`config.mk`:
```
export PLATFORM = sky130hd
export DESIGN_NAME = stb_srq_unit
export DESIGN_NICKNAME = d
export VERILOG_FILES = /design/src/rtl/stb_pkg.sv /design/src/rtl/stb_sampler.sv /design/src/rtl/stb_mask_reg.sv /design/src/rtl/stb_srq_ctrl.sv /design/src/rtl/stb_srq_unit.sv
export SDC_FILE = /design/constraint.sdc
export NUM_CORES = 1
export LEC_CHECK = 0
export ABC_AREA = 1
export ABC_CLOCK_PERIOD_IN_PS = 1000
export BUFFER_PORTS_ARGS = -buffer_cell sky130_fd_sc_hd__buf_2
export CAP_MARGIN = 20
export CORE_MARGIN = 2
export CORE_UTILIZATION = 30
export CTS_CLUSTER_DIAMETER = 60
export CTS_CLUSTER_SIZE = 40
export DETAILED_ROUTE_END_ITERATION = 8
export PLACE_DENSITY_LB_ADDON = 0.12
export SLEW_MARGIN = 0
export SYNTH_ARGS = -nofsm -noshare
export SYNTH_HDL_FRONTEND = slang
export SYNTH_SLANG_ARGS = --single-unit
```
`constraint.sdc`:
```
create_clock -name clk -period 1 [get_ports clk]
set_input_delay 0.2 -clock clk [delete_from_list [all_inputs] [get_ports clk]]
set_output_delay 0.2 -clock clk [all_outputs]
set_load 0.05 [all_outputs]
```
`src/rtl/stb_pkg.sv`:
```
package stb_pkg;
    localparam int SB_W     = 8;
    localparam int B_ERR    = 2;
    localparam int B_QUES   = 3;
    localparam int B_RDY    = 4;
    localparam int B_EVT    = 5;
    localparam int B_MSS    = 6;
    localparam int B_OPER   = 7;
    // bits that take part in the summary and in edge detection
    localparam logic [SB_W-1:0] SUM_BITS =
        (SB_W'(1) << B_ERR) | (SB_W'(1) << B_QUES) | (SB_W'(1) << B_RDY) |
        (SB_W'(1) << B_EVT) | (SB_W'(1) << B_OPER);

    typedef struct packed {
        logic [SB_W-1:0] sb;
    } samp_state_t;

    typedef struct packed {
        logic [SB_W-1:0] mask;
    } mask_state_t;

    typedef struct packed {
        logic srq;
    } srq_state_t;
endpackage

```
`src/rtl/stb_sampler.sv`:
```
module stb_sampler
    import stb_pkg::*;
(
    input  logic            clk,
    input  logic            rst_n,
    input  logic            err_pending_i,
    input  logic            quest_sum_i,
    input  logic            data_ready_i,
    input  logic            event_sum_i,
    input  logic            oper_sum_i,
    output logic [SB_W-1:0] sb_q_o,
    output logic [SB_W-1:0] rise_o
);
    samp_state_t st_d, st_q;
    logic [SB_W-1:0] nxt;

    always_comb begin
        nxt         = '0;
        nxt[B_ERR]  = err_pending_i;
        nxt[B_QUES] = quest_sum_i;
        nxt[B_RDY]  = data_ready_i;
        nxt[B_EVT]  = event_sum_i;
        nxt[B_OPER] = oper_sum_i;
        st_d        = st_q;
        st_d.sb     = nxt & SUM_BITS;
        rise_o      = st_d.sb & ~st_q.sb;
    end

    always_ff @(posedge clk or negedge rst_n) begin
        if (!rst_n) st_q <= '0;
        else        st_q <= st_d;
    end

    assign sb_q_o = st_q.sb;
endmodule

```
`src/rtl/stb_mask_reg.sv`:
```
module stb_mask_reg
    import stb_pkg::*;
(
    input  logic            clk,
    input  logic            rst_n,
    input  logic            we_i,
    input  logic [SB_W-1:0] wdata_i,
    output logic [SB_W-1:0] mask_q_o,
    output logic [SB_W-1:0] eff_mask_o,
    output logic            clear_o
);
    mask_state_t st_d, st_q;

    always_comb begin
        st_d = st_q;
        if (we_i) st_d.mask = wdata_i;
        clear_o = we_i && ((wdata_i & SUM_BITS) == '0);
    end

    always_ff @(posedge clk or negedge rst_n) begin
        if (!rst_n) st_q <= '0;
        else        st_q <= st_d;
    end

    assign mask_q_o   = st_q.mask;
    assign eff_mask_o = st_q.mask & SUM_BITS;
endmodule

```
`src/rtl/stb_srq_ctrl.sv`:
```
module stb_srq_ctrl
    import stb_pkg::*;
(
    input  logic            clk,
    input  logic            rst_n,
    input  logic [SB_W-1:0] rise_i,
    input  logic [SB_W-1:0] eff_mask_i,
    input  logic [SB_W-1:0] sb_q_i,
    input  logic            ack_i,
    input  logic            clear_i,
    output logic            mss_o,
    output logic            srq_o
);
    srq_state_t st_d, st_q;
    logic trig;

    always_comb begin
        trig     = |(rise_i & eff_mask_i);
        st_d     = st_q;
        if (ack_i || clear_i) st_d.srq = 1'b0;
        if (trig)             st_d.srq = 1'b1;
        mss_o    = |(sb_q_i & eff_mask_i);
    end

    always_ff @(posedge clk or negedge rst_n) begin
        if (!rst_n) st_q <= '0;
        else        st_q <= st_d;
    end

    assign srq_o = st_q.srq;
endmodule

```
`src/rtl/stb_srq_unit.sv`:
```
module stb_srq_unit
    import stb_pkg::*;
(
    input  logic            clk,
    input  logic            rst_n,
    input  logic            err_pending_i,
    input  logic            quest_sum_i,
    input  logic            data_ready_i,
    input  logic            event_sum_i,
    input  logic            oper_sum_i,
    input  logic            mask_we_i,
    input  logic [SB_W-1:0] mask_wdata_i,
    input  logic            srq_ack_i,
    output logic [SB_W-1:0] status_byte_o,
    output logic [SB_W-1:0] mask_o,
    output logic            srq_o
);
    logic [SB_W-1:0] sb_q, rise, eff_mask;
    logic            mask_clear, mss;

    stb_sampler u_samp (
        .clk(clk), .rst_n(rst_n),
        .err_pending_i(err_pending_i), .quest_sum_i(quest_sum_i),
        .data_ready_i(data_ready_i), .event_sum_i(event_sum_i),
        .oper_sum_i(oper_sum_i),
        .sb_q_o(sb_q), .rise_o(rise)
    );

    stb_mask_reg u_mask (
        .clk(clk), .rst_n(rst_n),
        .we_i(mask_we_i), .wdata_i(mask_wdata_i),
        .mask_q_o(mask_o), .eff_mask_o(eff_mask), .clear_o(mask_clear)
    );

    stb_srq_ctrl u_srq (
        .clk(clk), .rst_n(rst_n),
        .rise_i(rise), .eff_mask_i(eff_mask), .sb_q_i(sb_q),
        .ack_i(srq_ack_i), .clear_i(mask_clear),
        .mss_o(mss), .srq_o(srq_o)
    );

    always_comb begin
        status_byte_o        = sb_q;
        status_byte_o[B_MSS] = mss;
    end
endmodule

```
**Word-level counts from Yosys, hierarchy flattened**

Cells that the tools add are included.

- Register bits: 14
- Bits in latches: 0
- Bits in writable memories: 0
- Bits in read-only memories: 0
- Bits of input ports: 17
- Output and inout port bits: 17
- Word-level logic and storage cells: 15
- Memories kept: 0

- Add/subtract/negate cells: 0
- $mul: 0
- Div/mod/pow operators: 0
- $lt $le $gt $ge: 0
- Equality and inequality tests: 0
- Shifts and indexed selects: 0
- Muxes and demuxes: 2
- Bitwise gates (word level): 4
- Reduce and logical (&&, ||, !) cells: 6

Operators with widths:

| operator | number |
|---|---|
| 8-bit AND | 3 |
| 8-bit OR reduction | 2 |
| 8-bit zero test | 1 |
| 8-bit inverter | 1 |
| 1-bit two-way mux | 2 |
| 2-bit nonzero test | 1 |
| 1-bit logical AND | 1 |
| 1-bit logical OR | 1 |

**Longest topological paths before layout**

Gate-level depths: netlist of the first run.

- Word-level depth: 5
- Depth in mapped cells: 6
- Gate-level depth less buffers: 5

**Cells and area by module**

A second synthesis of the first run with hierarchy kept.

- Cells, all modules: 103
- Area total of the unflattened synthesis: 777.0 um2

Modules (own cells, without submodules):

| module | instances | cells each | area an instance (um2) | sequential area each (um2) |
|---|---|---|---|---|
| stb_mask_reg | 1 | 47 | 399.1 | 200.2 |
| stb_sampler | 1 | 22 | 224.0 | 125.1 |
| stb_srq_ctrl | 1 | 33 | 146.4 | 25.0 |
| stb_srq_unit | 1 | 1 | 7.5 | 0.0 |

**Worst setup path after synthesis of the first run**

Ideal clock, no wire load.

- Path type: register -> output
- Start: register u_samp.st_q (netlist bit u_samp.sb_q_o[7])
- End: output port status_byte_o[6]
- Arrival time: 1.131 ns
- Required time: 0.800 ns
- Path slack: -0.331 ns
- Cell stages (with the launch flop): 6
- Path buffers: 1
- Cell sequence: dfrtp_1 inv_1 o21ai_1 inv_1 nand4_1 buf_4

- Cells in the longest elaborated chain, start to end: 2

Ends and longest elaborated chain:

| item | line | RTL |
|---|---|---|
| from (decl) | stb_sampler.sv:14 | `samp_state_t st_d, st_q;` |
| from (signal assigned) | stb_sampler.sv:31 | `else st_q <= st_d;` |
| 8-bit AND | stb_srq_ctrl.sv:22 | `mss_o = \|(sb_q_i & eff_mask_i);` |
| 8-bit OR reduction | stb_srq_ctrl.sv:22 |  |
| to (decl) | stb_srq_unit.sv:14 | `output logic [SB_W-1:0] status_byte_o,` |

Every way passes these cells.

**Worst setup path after layout of the first run**

- Start: register u_mask.st_q (netlist bit u_mask.mask_q_o[2])
- End: output port status_byte_o[6]

- Cells in the longest elaborated chain, start to end: 2

Ends and longest elaborated chain:

| item | line | RTL |
|---|---|---|
| from (decl) | stb_mask_reg.sv:12 | `mask_state_t st_d, st_q;` |
| from (signal assigned) | stb_mask_reg.sv:22 | `else st_q <= st_d;` |
| 8-bit AND | stb_srq_ctrl.sv:22 |  |
| 8-bit OR reduction | stb_srq_ctrl.sv:22 |  |

Every way passes these cells.

==> results_dict.tcl, run 1 <==
set metrics [dict create \
    floorplan.die.width_um 49.6 \
    edff_count_synth 0 \
    setup_total_negative_slack_ns -1.84 \
    yosys.area_share.simple 0.313 \
    grt_first_pass_wirelength_um 2660 \
    initial_antenna_violation_count 0 \
    cts_tree "built" \
    post_layout_nets 136 \
    area_growth_pct 73.1 \
    synth_area_um2 624 \
    crit_required_ns 0.80 \
    grt_max_degree 15 \
    vias_per_cell 4.24 \
    netlist.area_leader.share 0.561 \
    die-area_um2 2460 \
    hold_path.class "in -> reg" \
    fin_cells 144 \
    postRouteAntennaNets 0 \
    p_comb_frac 0.372 \
    num_vias 610 \
    power.share.sequential 0.424 \
    synthesized_area_fraction_occupied_by_ao_oa_aoi_and_oai_cells 0.0160 \
    violated_checks "negative setup slack" \
    synth.lib_cells_used.distinct 17 \
    detail_route.first_pass.iterations 4 \
    pre_cts_ws_ns -0.107 \
    mux_contribution_to_synthesized_area 0 \
    path_max_fanout 2 \
    first_global_vias 609 \
    timing.final.crit_share 1.30 \
    netlist_instances 70 \
    maxSlewViolCount 0 \
    combinational_family_with_the_most_area_after_synthesis "simple AND/OR/NAND/NOR gates" \
    layout-drive-gt1-share 0.598 \
    drt_wl_total_um 1510 \
    worst_setup_path_start_kind "register" \
    total_switching_power_w 0.000543 \
    grt_util_all_layers 0.141 \
    unrepaired_setup_endpoints_after_global_routing "yes" \
    cp.arrival_ns 1.10 \
    ctsHtreeMaxLevel 1 \
    rows 16 \
    insertion_delay_ns 0.27 \
    ioPinCount 34 \
    final-setup-viol-count 16 \
    setup_ws_ns -0.297 \
    hold_viol_final 0 \
    synth_xor_xnor_area_share 0 \
    num_antenna_cells 0 \
    worstPathCellList "nand2_2 > o21ai_2 > inv_1 > nand4_1 > buf_6" \
    crit_slowest_cell "sky130_fd_sc_hd__dfrtp_2" \
    fp.coreArea_um2 1960 \
    power_per_cell_area_nw_per_um2 1430 \
    run_status "finished with violations" \
    worst_setup_hold_path_clk_slew_ns 0.08 \
    critical_path.endpoint_type "output pin" \
    clock_tree.root_cell "sky130_fd_sc_hd__clkbuf_4" \
    die-height_um 49.6 \
    finalCriticalPeriod_ns 1.30 \
    synthDominantAreaCellType "sky130_fd_sc_hd__dfrtp_1" \
    leakagePower_nw 0.562 \
    critical_path.max_stage_delay_ns 0.42 \
    post-synth-top-count-cell "sky130_fd_sc_hd__nand2_1" \
    synth_fa_ha_area_frac 0 \
    mapped_avg_cell_area_um2 8.92 \
    cts_max_path_buffers 2 \
    p_clk_frac 0.204 \
    yosys-top-cells-count "sky130_fd_sc_hd__nand2_1, sky130_fd_sc_hd__dfrtp_1, sky130_fd_sc_hd__nor2_1" \
    fmax_ghz 0.771 \
    dominantRegCellSynth "sky130_fd_sc_hd__dfrtp_1" \
    drc 0 \
    ys_ff_latch 14 \
    place.port_buffers 31 \
    dp.cells 132 \
    gp_congestion 0.693 \
    yosys-top-cells-area "sky130_fd_sc_hd__dfrtp_1, sky130_fd_sc_hd__nand2_1, sky130_fd_sc_hd__buf_4" \
    max-vdd-ir-drop_uv 828 \
    globalRoute.totalOverflow 0 \
    swShare 0.352 \
    max_cap_violations 0 \
    avgRoutedWirePerCell_um 10.5 \
    total_cts_buffers 3 \
    category_of_the_most_critical_setup_path "reg -> out" \
    synth_seq_area_share 0.561 \
    floorplan.initialDensity 0.318 \
    timing.hold.ws_ns 0.0427 \
    power_report.internal_total_w 0.000998 \
    asyncSetResetFlopFracSynth 1.00 \
    crit_path_buf_inv_count 2 \
    final.setup_skew_ns 0.00221 \
    worst_path_dominant_cell_family "flip-flops" \
    synthesis.yosys.warnings 0 \
    clkSinkCount 14 \
    hpwl_dp_um 1080 \
    postPlaceCellArea_um2 848 \
    finished_cell_area_um2 1080 \
    detail_route.iter0.violations 8 \
]
[routing by layer]
layer  share of wire  vias to the layer above  track usage
met3           0.063                        0       0.0273
met5               0                        -            0
met4               0                        0       0.0556
li1                -                      304            -
met1            0.41                      285        0.175
met2            0.52                       21        0.240
[cell type report]
cell class	instances	area, µm²
clock buffers	3	22.5
fillers	199	881
repair buffers	47	409
flip-flops and latches	14	363
well taps	27	33.8
multi-input cells	46	221
inverters	7	31.3
[state kept, by name, summed over array words and instances (netlist names)]
name,cells
u_samp.sb_q_o,5
u_srq.srq_o,1
u_mask.mask_q_o,8
[what timing repair did]
| item | in CTS | in global routing |
|---|---|---|
| hold endpoints to repair | 14 | 0 |
| endpoints found under the setup margin | 15 | 16 |
| buffers inserted | 4 | 5 |
| pin swaps | 1 | 0 |
| hold buffers | 1 | 0 |
| resized for setup | 40 | 4 |
[path summary, 6_finish.rpt]
kind | startpoint | endpoint | slack, ns | depth (start not counted)
max | u_mask.mask_q_o[2] | status_byte_o[6] | -0.30 | 5
max reg2reg | u_mask.mask_q_o[7] | u_srq.srq_o | -0.05 | 6
min in group asynchronous | rst_n | u_samp.sb_q_o[7] | 0.36 | 2
min reg2reg | u_mask.mask_q_o[0] | u_mask.mask_q_o[0] | 0.50 | 2
max in group asynchronous | rst_n | u_samp.sb_q_o[5] | 0.38 | 2
min | event_sum_i | u_samp.sb_q_o[5] | 0.04 | 1
[cell families after synthesis]
kind of cell | Yosys count
AND/OR/NAND/NOR | 42
AO/OA/AOI/OAI | 2
flip-flops | 14
other | 1
buffers and inverters | 11
[metrics by stage]
step	power [W]	utilization
floorplan	0.000960	-
global placement	0.00108	0.432
detailed placement	0.00109	0.432
CTS	0.00153	0.530
global route	0.00163	0.551
finish	0.00154	0.551
[placed cells by master (no fill, tap or decap), types with 3 or more instances in the layout]
cell type,count
sky130_fd_sc_hd__nand2_1,25
sky130_fd_sc_hd__buf_2,16
sky130_fd_sc_hd__buf_6,15
sky130_fd_sc_hd__buf_4,10
sky130_fd_sc_hd__dfrtp_2,10
sky130_fd_sc_hd__nor2_1,5
sky130_fd_sc_hd__buf_8,5
sky130_fd_sc_hd__inv_1,4
sky130_fd_sc_hd__dfrtp_1,4
sky130_fd_sc_hd__clkbuf_4,3
[power by group through the flow]
| stage | sequential, W | combinational (W) | clock, W |
|---|---|---|---|
| 2_1_floorplan | 0.000823 | 0.000137 | 0 |
| 3_3_place_gp | 0.000652 | 0.000433 | 0 |
| 4_1_cts | 0.000654 | 0.000556 | 0.000324 |
| 6_report | 0.000653 | 0.000573 | 0.000315 |
| 5_1_grt | 0.000660 | 0.000616 | 0.000354 |
| 3_5_place_dp | 0.000655 | 0.000437 | 0 |
(Power assumes the default switching activity.)
==> run 2: changes to the inputs <==
Settings changed: ABC_CLOCK_PERIOD_IN_PS 1000 to 1400, CORE_MARGIN 2 to 3, RECOVER_POWER from default to 50.
Clock period 1 ns to 1.4 ns, I/O delays scaled along.
==> run 2 against run 1 <==
Against the previous run:
- the flow still finishes with violations (negative setup slack)
- register-to-register slack better by 0.52 ns
- clock power is 28% lower
- die area is 8.2% higher
- via count is 11% lower
- setup slack better by 0.29 ns
- wire length is 11% lower
- non-clock buffer count is 13 lower
==> results_dict.tcl, run 2 (synthesis results as in run 1) <==
set metrics [dict create \
    run_status "finished with violations" \
    violated_checks "negative setup slack" \
    crit_slowest_cell "sky130_fd_sc_hd__dfrtp_1" \
    startpoint_of_the_lowest_slack_hold_path "oper_sum_i" \
    die-area_um2 2660 \
    layout-drive-gt1-share 0.371 \
    finalCriticalPeriod_ns 1.41 \
    cts_max_path_buffers 2 \
    place.port_buffers 31 \
    drc 0 \
    timing.final.crit_share 1.01 \
    slew_headroom 0.496 \
    final.setup_skew_ns 0.00824 \
    timing.rr.end "u_srq.srq_o" \
    avgRoutedWirePerCell_um 10.4 \
    total_cts_buffers 3 \
    detail_route.first_pass.iterations 4 \
    startpoint "u_samp.sb_q_o[2]" \
    num_vias 545 \
    grt_first_pass_wirelength_um 2330 \
    fin_cells 130 \
    setup_ws_ns -0.00987 \
    final-setup-viol-count 1 \
    cells_on_worst_reg2reg_path 5 \
    initial_antenna_violation_count 0 \
    worstPathCellList "nand2_1 > o21ai_1 > inv_1 > nand4_1 > buf_6" \
    path_max_fanout 3 \
    first_global_vias 545 \
    detail_route.iter0.violations 4 \
    drt_wl_total_um 1350 \
    hold_viol_final 0 \
    unrepaired_setup_endpoints_after_global_routing "yes" \
    globalRoute.totalOverflow 0 \
    postRouteAntennaNets 0 \
    cts_tree "built" \
    insertion_delay_ns 0.27 \
    vias_per_cell 4.19 \
    hpwl_dp_um 1040 \
    grt_util_all_layers 0.115 \
    clkSinkCount 14 \
    maxSlewViolCount 0 \
    floorplan.die.width_um 51.6 \
    worst_setup_hold_path_clk_slew_ns 0.08 \
    pre_cts_ws_ns 0.221 \
    num_antenna_cells 0 \
    most-common-layout-cells "sky130_fd_sc_hd__nand2_1, sky130_fd_sc_hd__buf_2, sky130_fd_sc_hd__dfrtp_1" \
    max_cap_violations 0 \
    fmax_ghz 0.709 \
    floorplan.initialDensity 0.339 \
    worst_setup_path_start_kind "register" \
    worst_hold_path_cell_count 1 \
    ioPinCount 34 \
    max-vdd-ir-drop_uv 480 \
    category_of_the_most_critical_setup_path "reg -> out" \
    largest_reg_flops 8 \
    worstMarginPinSlew_ns 0.755 \
    crit_required_ns 1.12 \
    dp.cells 123 \
    rows 15 \
    critical_path.endpoint_type "output pin" \
    area_growth_pct 33.5 \
    hold_path_end "u_samp.sb_q_o[7]" \
    leakagePower_nw 0.454 \
    gp_congestion 0.700 \
    fp.coreArea_um2 1840 \
    grt_max_degree 15 \
    timing.hold.ws_ns 0.126 \
    ctsHtreeMaxLevel 1 \
    crit_path_buf_inv_count 2 \
    post_layout_nets 123 \
    r2r_slack_ns 0.47 \
    mostFrequentLayoutCell "sky130_fd_sc_hd__nand2_1" \
    rr_startpoint "u_mask.mask_q_o[7]" \
    cp.arrival_ns 1.13 \
    power_per_cell_area_nw_per_um2 1180 \
    die-height_um 51.6 \
    clock_tree.root_cell "sky130_fd_sc_hd__clkbuf_4" \
    critical_path.max_stage_delay_ns 0.40 \
    worst_path_dominant_cell_family "flip-flops" \
    hold_path.class "in -> reg" \
]
-- run 2: changes by cell type in the layout (fill, tap and decap cells not counted), moves of 5 or more --
cell | previous run | this run
sky130_fd_sc_hd__dfrtp_1 | 4 | 13
sky130_fd_sc_hd__dfrtp_2 | 10 | 1
sky130_fd_sc_hd__buf_8 | 5 | 0
sky130_fd_sc_hd__buf_6 | 15 | 1
sky130_fd_sc_hd__clkbuf_1 | 0 | 6
sky130_fd_sc_hd__buf_2 | 16 | 25
sky130_fd_sc_hd__buf_4 | 10 | 2
-- run 2: worst max-delay path by stage --
stage               slack [ns]               end  cells after the start
detailed placement        0.22  status_byte_o[6]                      5
global placement          0.24  status_byte_o[6]                      5
floorplan                 0.02  status_byte_o[6]                      5
finish                   -0.01  status_byte_o[6]                      5
global route              -0.1  status_byte_o[6]                      5
CTS                      -0.01  status_byte_o[6]                      5
-- run 2: what timing repair did --
item                                    4_1_cts  5_1_grt
endpoints found under the setup margin        1        1
hold buffers                                  1        0
setup buffers                                 2        0
resized for setup                             3        0
pin swaps                                     1        0
endpoints found under the hold margin        14        0
-- run 2: per-layer routing --
metal  part of all wire  routed length [µm]  GRT usage
met1               0.45                 609      0.140
met2               0.46                 621      0.197
met3              0.079                 107     0.0287
met4             0.0067                   9     0.0393
met5                  0                   0          0
-- run 2: worst register-to-register path, cell delays in order (launching register included) --
cell,delay [ns]
sky130_fd_sc_hd__dfrtp_1,0.39
sky130_fd_sc_hd__buf_4,0.14
sky130_fd_sc_hd__nand3_1,0.07
sky130_fd_sc_hd__nand2_1,0.05
sky130_fd_sc_hd__nor2_1,0.11
sky130_fd_sc_hd__nand3_2,0.06
-- run 2: layout make-up --
type / instances / area, µm²
inverter: 7 / 31.3
clock buffer: 4 / 26.3
sequential: 14 / 352
fill: 223 / 1010
timing repair buffer: 34 / 180
multi-input combinational: 46 / 213
tap: 25 / 31.3
-- run 2: power by group --
part | switching [W] | internal [W]
logic | 0.000217 | 0.0000775
registers | 0.0000215 | 0.000437
clock network | 0.000117 | 0.000110
-- run 2: through the flow --
step / total power [W] / utilization / instance area (µm²) / setup TNS [ns]
finish: 0.000980 / 0.453 / 833 / -0.00987
global route: 0.00105 / 0.453 / 833 / -0.0975
CTS: 0.00100 / 0.456 / 840 / -0.00966
detailed placement: 0.000751 / 0.425 / 782 / 0
global placement: 0.000749 / 0.425 / 782 / 0
floorplan: 0.000678 / - / 629 / 0
